[src/rtl/tcd_pkg.sv]
package tcd_pkg;
  typedef enum logic [0:0] {
    FILT_XOR = 1'b0,
    FILT_SUB = 1'b1
  } filt_mode_e;
endpackage

[src/rtl/tcd_code_dec.sv]
module tcd_code_dec #(
  parameter int unsigned DATA_W = 32,
  parameter int unsigned N_ENT  = 8,
  parameter int unsigned RANK_W = 3
) (
  input  logic [DATA_W-1:0] payload_i,
  output logic              hit_o,
  output logic [RANK_W-1:0] rank_o
);
  // zero, then one-hot, then two-hot ordered by high bit then low bit
  function automatic logic [DATA_W-1:0] rank_code(input int unsigned r);
    logic [DATA_W-1:0] c;
    int unsigned k;
    logic done;
    c = '0;
    done = 1'b0;
    if (r >= 1 && r <= DATA_W) begin
      c[r-1] = 1'b1;
    end else if (r > DATA_W) begin
      k = r - 1 - DATA_W;
      for (int j = 1; j < int'(DATA_W); j++) begin
        for (int i = 0; i < j; i++) begin
          if (!done) begin
            if (k == 0) begin
              c[i] = 1'b1;
              c[j] = 1'b1;
              done = 1'b1;
            end else begin
              k = k - 1;
            end
          end
        end
      end
    end
    return c;
  endfunction

  logic [N_ENT-1:0] match;

  for (genvar g = 0; g < int'(N_ENT); g++) begin : g_cmp
    localparam logic [DATA_W-1:0] CODE = rank_code(g);
    assign match[g] = (payload_i == CODE);
  end

  always_comb begin
    hit_o  = 1'b0;
    rank_o = '0;
    for (int i = 0; i < int'(N_ENT); i++) begin
      if (match[i] && !hit_o) begin
        hit_o  = 1'b1;
        rank_o = RANK_W'(i);
      end
    end
  end
endmodule

[src/rtl/tcd_rank_table.sv]
module tcd_rank_table #(
  parameter int unsigned DATA_W = 32,
  parameter int unsigned N_ENT  = 8,
  parameter int unsigned CNT_W  = 8,
  parameter int unsigned RANK_W = 3
) (
  input  logic                           clk_i,
  input  logic                           rst_ni,
  input  logic                           upd_i,
  input  logic                           hit_i,
  input  logic [RANK_W-1:0]              rank_i,
  input  logic [DATA_W-1:0]              new_val_i,
  output logic [N_ENT-1:0][DATA_W-1:0]   val_o,
  output logic [N_ENT-1:0]               vld_o
);
  localparam logic [CNT_W-1:0] CNT_MAX = '1;

  logic [DATA_W-1:0] val_q [N_ENT];
  logic [DATA_W-1:0] val_d [N_ENT];
  logic [CNT_W-1:0]  cnt_q [N_ENT];
  logic [CNT_W-1:0]  cnt_d [N_ENT];
  logic [N_ENT-1:0]  vld_q, vld_d;

  always_comb begin
    logic [DATA_W-1:0] tv;
    logic [CNT_W-1:0]  tc;
    logic              tb;
    int                t;
    val_d = val_q;
    cnt_d = cnt_q;
    vld_d = vld_q;
    tv = '0;
    tc = '0;
    tb = 1'b0;
    t  = hit_i ? int'(rank_i) : int'(N_ENT) - 1;
    if (upd_i) begin
      if (hit_i) begin
        // saturating hit halves every counter first
        if (cnt_q[t] == CNT_MAX) begin
          for (int i = 0; i < int'(N_ENT); i++) cnt_d[i] = cnt_q[i] >> 1;
        end
        cnt_d[t] = cnt_d[t] + 1'b1;
      end else begin
        // newcomer enters at the lowest rank
        val_d[t] = new_val_i;
        cnt_d[t] = CNT_W'(1);
        vld_d[t] = 1'b1;
      end
      if (t > 0 && cnt_d[t] > cnt_d[t-1]) begin
        tv = val_d[t]; val_d[t] = val_d[t-1]; val_d[t-1] = tv;
        tc = cnt_d[t]; cnt_d[t] = cnt_d[t-1]; cnt_d[t-1] = tc;
        tb = vld_d[t]; vld_d[t] = vld_d[t-1]; vld_d[t-1] = tb;
      end
    end
  end

  always_ff @(posedge clk_i or negedge rst_ni) begin
    if (!rst_ni) begin
      for (int i = 0; i < int'(N_ENT); i++) begin
        val_q[i] <= '0;
        cnt_q[i] <= '0;
      end
      vld_q <= '0;
    end else begin
      val_q <= val_d;
      cnt_q <= cnt_d;
      vld_q <= vld_d;
    end
  end

  for (genvar g = 0; g < int'(N_ENT); g++) begin : g_out
    assign val_o[g] = val_q[g];


    empty_cnt_zero_chk: assert property (@(posedge clk_i) disable iff (!rst_ni)
      !vld_q[g] |-> cnt_q[g] == '0);
  end
  assign vld_o = vld_q;


  fill_monotone_chk: assert property (@(posedge clk_i) disable iff (!rst_ni)
    1'b1 |=> $countones(vld_q) >= $countones($past(vld_q)));
endmodule

[src/rtl/tcd_unfilter.sv]
module tcd_unfilter
  import tcd_pkg::*;
#(
  parameter int unsigned DATA_W = 32,
  parameter filt_mode_e  FILT   = FILT_XOR
) (
  input  logic [DATA_W-1:0] filt_i,
  input  logic [DATA_W-1:0] prev_i,
  output logic [DATA_W-1:0] word_o
);
  if (FILT == FILT_SUB) begin : g_sub
    assign word_o = filt_i + prev_i;
  end else begin : g_xor
    assign word_o = filt_i ^ prev_i;
  end
endmodule

[src/rtl/transition_code_dec.sv]
module transition_code_dec
  import tcd_pkg::*;
#(
  parameter int unsigned DATA_W = 32,
  parameter int unsigned N_ENT  = 8,
  parameter int unsigned CNT_W  = 8,
  parameter filt_mode_e  FILT   = FILT_XOR
) (
  input  logic              clk_i,
  input  logic              rst_ni,
  input  logic              valid_i,
  input  logic [DATA_W-1:0] bus_data_i,
  input  logic              bus_coded_i,
  input  logic              bus_inv_i,
  output logic              valid_o,
  output logic [DATA_W-1:0] data_o,
  output logic              desync_o
);
  localparam int unsigned RANK_W = (N_ENT > 1) ? $clog2(N_ENT) : 1;

  logic [DATA_W-1:0]             prev_bus_q, prev_out_q, data_q;
  logic                          valid_q, desync_q;
  logic [DATA_W-1:0]             payload, filtered, unf;
  logic                          hit, entry_ok, bad, upd;
  logic [RANK_W-1:0]             rank;
  logic [N_ENT-1:0][DATA_W-1:0]  tab_val;
  logic [N_ENT-1:0]              tab_vld;


  assign payload  = (bus_data_i ^ prev_bus_q) ^ {DATA_W{bus_inv_i}};

  tcd_code_dec #(.DATA_W(DATA_W), .N_ENT(N_ENT), .RANK_W(RANK_W)) u_code_dec (
    .payload_i (payload),
    .hit_o     (hit),
    .rank_o    (rank)
  );

  assign entry_ok = hit && tab_vld[rank];
  assign bad      = valid_i && bus_coded_i && !entry_ok;
  assign upd      = valid_i && !bad;

  assign filtered = bus_coded_i ? tab_val[rank] : payload;

  tcd_unfilter #(.DATA_W(DATA_W), .FILT(FILT)) u_unfilter (
    .filt_i (filtered),
    .prev_i (prev_out_q),
    .word_o (unf)
  );

  tcd_rank_table #(.DATA_W(DATA_W), .N_ENT(N_ENT), .CNT_W(CNT_W), .RANK_W(RANK_W)) u_table (
    .clk_i     (clk_i),
    .rst_ni    (rst_ni),
    .upd_i     (upd),
    .hit_i     (bus_coded_i),
    .rank_i    (rank),
    .new_val_i (payload),
    .val_o     (tab_val),
    .vld_o     (tab_vld)
  );

  always_ff @(posedge clk_i or negedge rst_ni) begin
    if (!rst_ni) begin
      prev_bus_q <= '0;
      prev_out_q <= '0;
      data_q     <= '0;
      valid_q    <= 1'b0;
      desync_q   <= 1'b0;
    end else begin
      valid_q <= valid_i;
      if (valid_i) prev_bus_q <= bus_data_i;
      if (upd) begin
        data_q     <= unf;
        prev_out_q <= unf;
      end
      if (bad) desync_q <= 1'b1;
    end
  end

  assign valid_o  = valid_q;
  assign data_o   = data_q;
  assign desync_o = desync_q;


  strobe_latency_chk: assert property (@(posedge clk_i) disable iff (!rst_ni)
    valid_i |=> valid_o);

  no_spurious_strobe_chk: assert property (@(posedge clk_i) disable iff (!rst_ni)
    !valid_i |=> !valid_o);

  data_hold_chk: assert property (@(posedge clk_i) disable iff (!rst_ni)
    !valid_i |=> $stable(data_o));

  desync_sticky_chk: assert property (@(posedge clk_i) disable iff (!rst_ni)
    desync_o |=> desync_o);

  desync_cause_chk: assert property (@(posedge clk_i) disable iff (!rst_ni)
    $rose(desync_o) |-> $past(valid_i && bus_coded_i));
endmodule

[config.mk]
export PLATFORM = sky130hd
export DESIGN_NAME = transition_code_dec
export DESIGN_NICKNAME = d
export VERILOG_FILES = /design/src/rtl/tcd_pkg.sv /design/src/rtl/tcd_code_dec.sv /design/src/rtl/tcd_rank_table.sv /design/src/rtl/tcd_unfilter.sv /design/src/rtl/transition_code_dec.sv
export SDC_FILE = /design/constraint.sdc
export NUM_CORES = 2
export LEC_CHECK = 0
export BUFFER_PORTS_ARGS = -buffer_cell sky130_fd_sc_hd__buf_2
export CORE_MARGIN = 3
export CORE_UTILIZATION = 47
export CTS_BUF_LIST = sky130_fd_sc_hd__clkbuf_4
export DETAILED_ROUTE_END_ITERATION = 12
export MAX_ROUTING_LAYER = met4
export PLACE_DENSITY = 0.6
export SYNTH_ARGS = -nofsm -noshare
export SYNTH_HDL_FRONTEND = slang
export SYNTH_HIERARCHICAL = 1
export SYNTH_SLANG_ARGS = --single-unit
[constraint.sdc]
create_clock -name clk_i -period 18.2 [get_ports clk_i]
set_input_delay 3.64 -clock clk_i [delete_from_list [all_inputs] [get_ports clk_i]]
set_output_delay 3.64 -clock clk_i [all_outputs]
set_load 0.1 [all_outputs]
=== Word level (Yosys, flattened, before mapping) ===
Index checks and enable logic that the tools add are counted.

* $add $sub $neg: 2
* Order comparisons: 11
* Equality and inequality tests: 8
* Muxes and demuxes: 77
* Bitwise logic cells: 9
* Reduce and logical (&&, ||, !) cells: 26

{| class="wikitable"
|+ Operators by type and width
! cell !! count
|-
| $bwmux W256 || 3
|-
| $mux W256 || 3
|-
| $mux W64 || 6
|-
| $bmux W32 S3 || 3
|-
| $mux W32 || 8
|-
| $bwmux W64 || 3
|-
| $demux W32 S3 || 2
|-
| $mux W8 || 13
|-
| $bmux W8 S3 || 4
|-
| $xor A32 B32 Y32 || 3
|-
| $ge A32 B1 Y1 const B || 2
|-
| $ge A32 B4 Y1 const B || 2
|-
| $lt A32 B1 Y1 const B || 2
|-
| $lt A32 B5 Y1 const B || 2
|-
| $not A32 Y32 || 2
|-
| $and A56 B56 Y56 || 1
|-
| $not A56 Y56 || 1
|-
| $demux W8 S3 || 2
|-
| $eq A32 B1 Y1 const B || 1
|-
| $eq A32 B2 Y1 const B || 1
|-
| $eq A32 B3 Y1 const B || 1
|-
| $eq A32 B4 Y1 const B || 1
|-
| $eq A32 B5 Y1 const B || 1
|-
| $eq A32 B6 Y1 const B || 1
|-
| other kinds (17) || 65
|}

* Register bits: 394
* Output and inout bits: 34

=== Longest topological paths before layout ===
* Depth after elaboration: 47
* Mapped depth: 41
* Depth with buffers taken out: 34

=== By module ===
Netlist, hierarchy kept.

{| class="wikitable"
|+ Modules (own cells, without submodules)
! module !! times used !! cells an instance !! area each (um^2)
|-
| tcd_rank_table || 1 || 2776 || 23699.0
|-
| transition_code_dec || 1 || 598 || 6212.2
|-
| tcd_unfilter || 1 || 32 || 280.3
|-
| tcd_code_dec || 1 || 39 || 251.5
|}

=== Least setup slack after synthesis ===
Ideal clock, no wire load.

* Kind: input -> register
* Start: in bus_inv_i
* End: reg u_table.val_q (netlist bit u_table/val_o[227])
* Data arrival time: 11.639 ns
* Data required time: 18.123 ns
* Path slack: 6.483 ns
* Stages on the path: 37
* Cell sequence: clkbuf_1 > buf_2 > xnor2_1 > buf_2 > xor2_1 > o21ai_1 > o21ai_0 > and3_1 > nand2b_1 > buf_4 > inv_2 > clkbuf_1 > clkbuf_1 > buf_1 > clkbuf_1 > clkbuf_1 > clkbuf_1 > ha_1 > xnor2_1 > clkbuf_1 > buf_1 > clkbuf_1 > o221ai_1 > a222oi_1 > buf_2 > ha_1 > nor2b_1 > o21a_1 > o21a_1 > o21ai_0 > a221o_1 > clkbuf_1 > clkbuf_1 > clkbuf_1 > clkbuf_1 > o22ai_1 > a21oi_1

* Cells in the longest elaborated chain, start to end: 46
* Elaborated cells on any way between the ends: 99
* Classes of those cells: add/sub (2); order compare (6); eq/ne (8); mux (54); bitwise (6); reduce/logical (23)

{| class="wikitable"
|+ Ends and longest elaborated chain
! what !! line !! RTL
|-
| start, declared || transition_code_dec.sv:14 || <nowiki>input logic bus_inv_i,</nowiki>
|-
| $xor A32 B32 Y32 * || transition_code_dec.sv:30 || <nowiki>assign payload = (bus_data_i ^ prev_bus_q) ^ {DATA_W{bus_inv_i}};</nowiki>
|-
| net payload[6] || transition_code_dec.sv:23 || <nowiki>logic [DATA_W-1:0] payload, filtered, unf;</nowiki>
|-
| $logic_not A32 Y1 || tcd_code_dec.sv:42 || <nowiki>assign match[g] = (payload_i == CODE);</nowiki>
|-
| $mux W1 || tcd_code_dec.sv:49 || <nowiki>if (match[i] && !hit_o) begin</nowiki>
|-
| $logic_not A1 Y1 || tcd_code_dec.sv:49 ||
|-
| $logic_and A1 B1 Y1 || tcd_code_dec.sv:49 ||
|-
| $mux W1 || tcd_code_dec.sv:49 ||
|-
| $logic_not A1 Y1 || tcd_code_dec.sv:49 ||
|-
| [... 17 more ...] || - ||
|-
| net rank[0] || transition_code_dec.sv:25 || <nowiki>logic [RANK_W-1:0] rank;</nowiki>
|-
| [... 13 more ...] || - ||
|-
| $bwmux W64 || tcd_rank_table.sv:42 || <nowiki>cnt_d[t] = cnt_d[t] + 1'b1;</nowiki>
|-
| $mux W64 || tcd_rank_table.sv:37 || <nowiki>if (hit_i) begin</nowiki>
|-
| $mux W64 || tcd_rank_table.sv:36 || <nowiki>if (upd_i) begin</nowiki>
|-
| $bmux W8 S3 || tcd_rank_table.sv:49 || <nowiki>if (t > 0 && cnt_d[t] > cnt_d[t-1]) begin</nowiki>
|-
| $mux W8 (implied by the code) (2 in series) || tcd_rank_table.sv:49 ||
|-
| $gt A8 B8 Y1 || tcd_rank_table.sv:49 ||
|-
| $logic_and A1 B1 Y1 || tcd_rank_table.sv:49 ||
|-
| $mux W256 || tcd_rank_table.sv:49 ||
|-
| end signal, assigned || tcd_rank_table.sv:65 || <nowiki>val_q <= val_d;</nowiki>
|-
| end, declared || tcd_rank_table.sv:18 || <nowiki>logic [DATA_W-1:0] val_q [N_ENT];</nowiki>
|}

Mark *: on every way through the listed nets, which the timed path passes. The rest lies on a longest branch. The select of a mux whose other input is x is not followed.
A chain may end at the register's enable or synchronous reset.

=== Worst setup path in the final report ===
* Start: in bus_inv_i
* End: reg u_table/cnt_q[35] (netlist name)

* Cells in the longest elaborated chain, start to end: 46
* Elaborated cells on any way between the ends: 88
* Classes of those cells: add/sub (2); order compare (6); eq/ne (8); mux (43); bitwise (6); reduce/logical (23)

{| class="wikitable"
|+ Ends and longest elaborated chain
! what !! line !! RTL
|-
| $xor A32 B32 Y32 * || transition_code_dec.sv:30 ||
|-
| net payload[21] || transition_code_dec.sv:23 ||
|-
| $logic_not A32 Y1 || tcd_code_dec.sv:42 ||
|-
| $mux W1 || tcd_code_dec.sv:49 ||
|-
| $logic_not A1 Y1 || tcd_code_dec.sv:49 ||
|-
| $logic_and A1 B1 Y1 || tcd_code_dec.sv:49 ||
|-
| $mux W1 || tcd_code_dec.sv:49 ||
|-
| $logic_not A1 Y1 || tcd_code_dec.sv:49 ||
|-
| [... 17 more ...] || - ||
|-
| net rank[0] || transition_code_dec.sv:25 ||
|-
| [... 13 more ...] || - ||
|-
| $bwmux W64 || tcd_rank_table.sv:42 ||
|-
| $mux W64 || tcd_rank_table.sv:37 ||
|-
| $mux W64 || tcd_rank_table.sv:36 ||
|-
| $bmux W8 S3 || tcd_rank_table.sv:49, tcd_rank_table.sv:51 ||
|-
| $mux W8 (implied by the code) (2 in series) || tcd_rank_table.sv:49, tcd_rank_table.sv:51 ||
|-
| $gt A8 B8 Y1 / $bwmux W64 (equally long branches) || tcd_rank_table.sv:49, tcd_rank_table.sv:51 ||
|-
| $logic_and A1 B1 Y1 / $bwmux W64 (equally long branches) || tcd_rank_table.sv:49, tcd_rank_table.sv:51 ||
|-
| $mux W64 || tcd_rank_table.sv:49 ||
|-
| end signal, assigned || tcd_rank_table.sv:66 || <nowiki>cnt_q <= cnt_d;</nowiki>
|-
| end, declared || tcd_rank_table.sv:20 || <nowiki>logic [CNT_W-1:0] cnt_q [N_ENT];</nowiki>
|}

Marked as above.

==> run_results.csv <==
group,metric,value,unit
status,status,"complete, no violations",
critical_path,timing.rr.start,"prev_bus_q[21]",
global_routing,grt_antenna_before_repair,3,
floorplan,die_h,261,um
layout,final_core_utilization,52.0,%
clock_network,clock-root-buffer,"clkbuf_4",
drt,routed-via-count,33095,
place,place.gp.congestion,1.09,
critical_path,cpMostUsedCell,"buf_4",
power_and_ir_drop,p_total,0.00472,W
clock_network,cts.repair.resized,0,
sta,slew_violations,0,
power_and_ir_drop,ir_drop,74.6,uV
floorplan,core_area,0.0635,mm^2
logic_synthesis,synth-seq-cells,394,
critical_path,end_kind,"register",
logic_synthesis,yosysTopAreaCellShare,32.4,%
logic_synthesis,ys_seq_area_share,32.4,%
global_routing,grt_max_degree,150,
sta,period_share,81.3,%
sta,hold_viol_final,0,
worst_hold_path,hold_class,"reg -> reg",
logic_synthesis,synth_edf_count,0,
logic_synthesis,syn_avg_cell_area,8.84,um^2
place,place_ws,2960,ps
clock_network,ctsHoldBuffers,0,
global_routing,grt_pass1_vias,32322,
drt,ant_nets,0,
sta,fin_worst_skew,93.4,ps
clock_network,htree_levels,3,
logic_synthesis,synth.area.top_cells,"dfrtp_1 (32%), mux4_2 (8.9%), a21oi_1 (4.9%)",
logic_synthesis,yosysTopAreaCell,"dfrtp_1",
critical_path,rrSetupSlack,5880,ps
clock_network,post_cts_buffers,0,
floorplan,row_count,92,
layout,syn_to_final_growth,8.64,%
worst_hold_path,hold_depth,1,
sta,setup_slack,3400,ps
place,port_buffers,70,
critical_path,criticalPathCategory,"in -> reg",
floorplan,io_pins,71,
worst_hold_path,min_from,"desync_o",
clock_network,clock_latency,970,ps
critical_path,r2r_end,"u_table/cnt_q[35]",
logic_synthesis,synth-warning-count,6,
sta,slew_headroom,15.9,%
drt,wl,149000,um
sta,rsz0062_at_grt,"no",
global_routing,grt_pass1_wl,217000,um
clock_network,clkSinkCount,394,
critical_path,cp_slowest_stage_delay,820,ps
place,hpwl,87200,um
logic_synthesis,ys_top_cells_by_count,"dfrtp_1 (394), nand2_1 (388), nor2_1 (325), a21oi_1 (297), clkbuf_1 (264)",
logic_synthesis,synth_cells,3445,
critical_path,crit_slowest_cell,"buf_4",
critical_path,cp.arrival,15630,ps
drt,drc,0,
global_routing,grt_usage,44.3,%
logic_synthesis,syn_nets,3494,
flow_run,drv_cap,0,
logic_synthesis,synth_area,0.0304,mm^2
clock_network,cts_tree,"done",
floorplan,start_util,47.9,%
critical_path,crit_required,19030,ps
sta,setup_tns,0,ps
global_routing,grt.overflow.total,0,
critical_path,crit_fanout,60,
floorplan,fp.dieArea,0.0679,mm^2
sta,finalCriticalPeriod,14800,ps
floorplan,die_w,261,um
critical_path,critPathLaunchType,"input pin",
logic_synthesis,synthDistinctLibCells,107,
layout,drive_gt1_share,18.6,%
power_and_ir_drop,power_density,143,mW/mm^2
logic_synthesis,async_reset_ff_share,100,%
drt,via_per_inst,7.63,
sta,finalSetupViolCount,0,
drt,wl_per_cell,34.4,um
clock_network,cts.path.max_buffers,3,
sta,worst_pin_slew,1250,ps
logic_synthesis,synth_most_common_cell,"dfrtp_1",
drt,drt_iter0_drc,5739,
power_and_ir_drop,p_leak,12.4,nW
clock_network,clk_pin_slew,70,ps
layout,fin_nets,3447,
drt,dr.pass1.iters,8,
critical_path,reg2regPathDepth,30,
logic_synthesis,ys.flop_type,"dfrtp_1",
worst_hold_path,hold-path-endpoint,"desync_o",
sta,achievable-frequency,0.0676,GHz
clock_network,cts_buffers,115,
cell usage in the layout (no fill, tap or decap), drive strengths merged, types with 29 or more instances in the layout:
| cell type | instances |
|---|---|
| dfrtp | 394 |
| nand2 | 388 |
| nor2 | 327 |
| a21oi | 302 |
| buf | 193 |
| o22ai | 170 |
| o21ai | 169 |
| clkbuf | 168 |
| mux2i | 126 |
| a22oi | 122 |
| mux4 | 120 |
| o22a | 89 |
| nor3 | 77 |
| xnor2 | 71 |
| a31oi | 67 |
| a22o | 65 |
| o211ai | 53 |
| mux2 | 47 |
| nand3 | 44 |
| a221oi | 40 |
| o2111ai | 36 |
| clkinv | 36 |
| xor2 | 35 |
| a2111oi | 33 |
| a211oi | 30 |
| inv | 29 |
through the flow:
stage          hold slack [ps]  area, um^2  instances
2_1_floorplan              465       30400       3445
3_3_place_gp               449       31600       4127
3_5_place_dp               454       31600       4127
4_1_cts                    469       33100       4332
5_1_grt                    479       33100       4336
6_report                   474       33100       4338
worst max path at each step:
stage / from / to / slack (ps)
after global placement: bus_inv_i / u_table/cnt_q[39] / 3290
after global routing: bus_inv_i / u_table/val_o[213] / 3240
final: bus_inv_i / u_table/cnt_q[35] / 3400
after detailed placement: bus_inv_i / u_table/cnt_q[50] / 2960
after CTS: bus_inv_i / u_table/cnt_q[50] / 3930
after floorplan: bus_inv_i / u_table/val_o[227] / 6480
flip-flops by register name (all words and copies together) (netlist names):
signal,count
prev_bus_q,32
desync_o,1
u_table/val_o,256
u_table/cnt_q,64
u_table/vld_o,8
valid_o,1
data_o,32
per-layer routing:
layer | global-route usage (%) | up-vias | wire, um
met2 | 60.7 | 2989 | 60700
met3 | 15.0 | 885 | 22600
met4 | 28.2 | 0 | 11900
li1 | - | 13245 | -
met1 | 55.7 | 15976 | 53800
met5 | - | - | 0
report_power, final:
| part | leakage [nW] | internal, W | switching (W) |
|---|---|---|---|
| Combinational | 6.62 | 0.000813 | 0.00134 |
| Clock | 0.856 | 0.000422 | 0.000441 |
| Sequential | 4.94 | 0.00122 | 0.000483 |
critical path, delay by kind of cell:
family	cells	cell delay, ps
buffers and inverters	6	3190
XOR/XNOR	2	910
AND/OR/NAND/NOR	10	3280
adder cells (fa/ha/maj)	1	290
AO/OA/AOI/OAI	9	3140
multiplexers	3	1020
cell type report:
| class | count | area, um^2 |
|---|---|---|
| Timing Repair Buffer | 193 | 1340 |
| Sequential cell | 394 | 9860 |
| Multi-Input combinational cell | 2666 | 19300 |
| Clock inverter | 37 | 170 |
| Antenna cell | 6 | 15.0 |
| Tap cell | 846 | 1060 |
| Clock buffer | 168 | 1260 |
| Inverter | 28 | 113 |
| Fill cell | 5916 | 30500 |
kinds of logic after synthesis:
| family | synth area share [%] |
|---|---|
| buffers and inverters | 5.45 |
| XOR/XNOR | 3.10 |
| AO/OA/AOI/OAI | 30.2 |
| AND/OR/NAND/NOR | 13.6 |
| adder cells (fa/ha/maj) | 0.526 |
| flip-flops | 32.4 |
| multiplexers | 14.8 |
(Power assumes the default switching activity.)
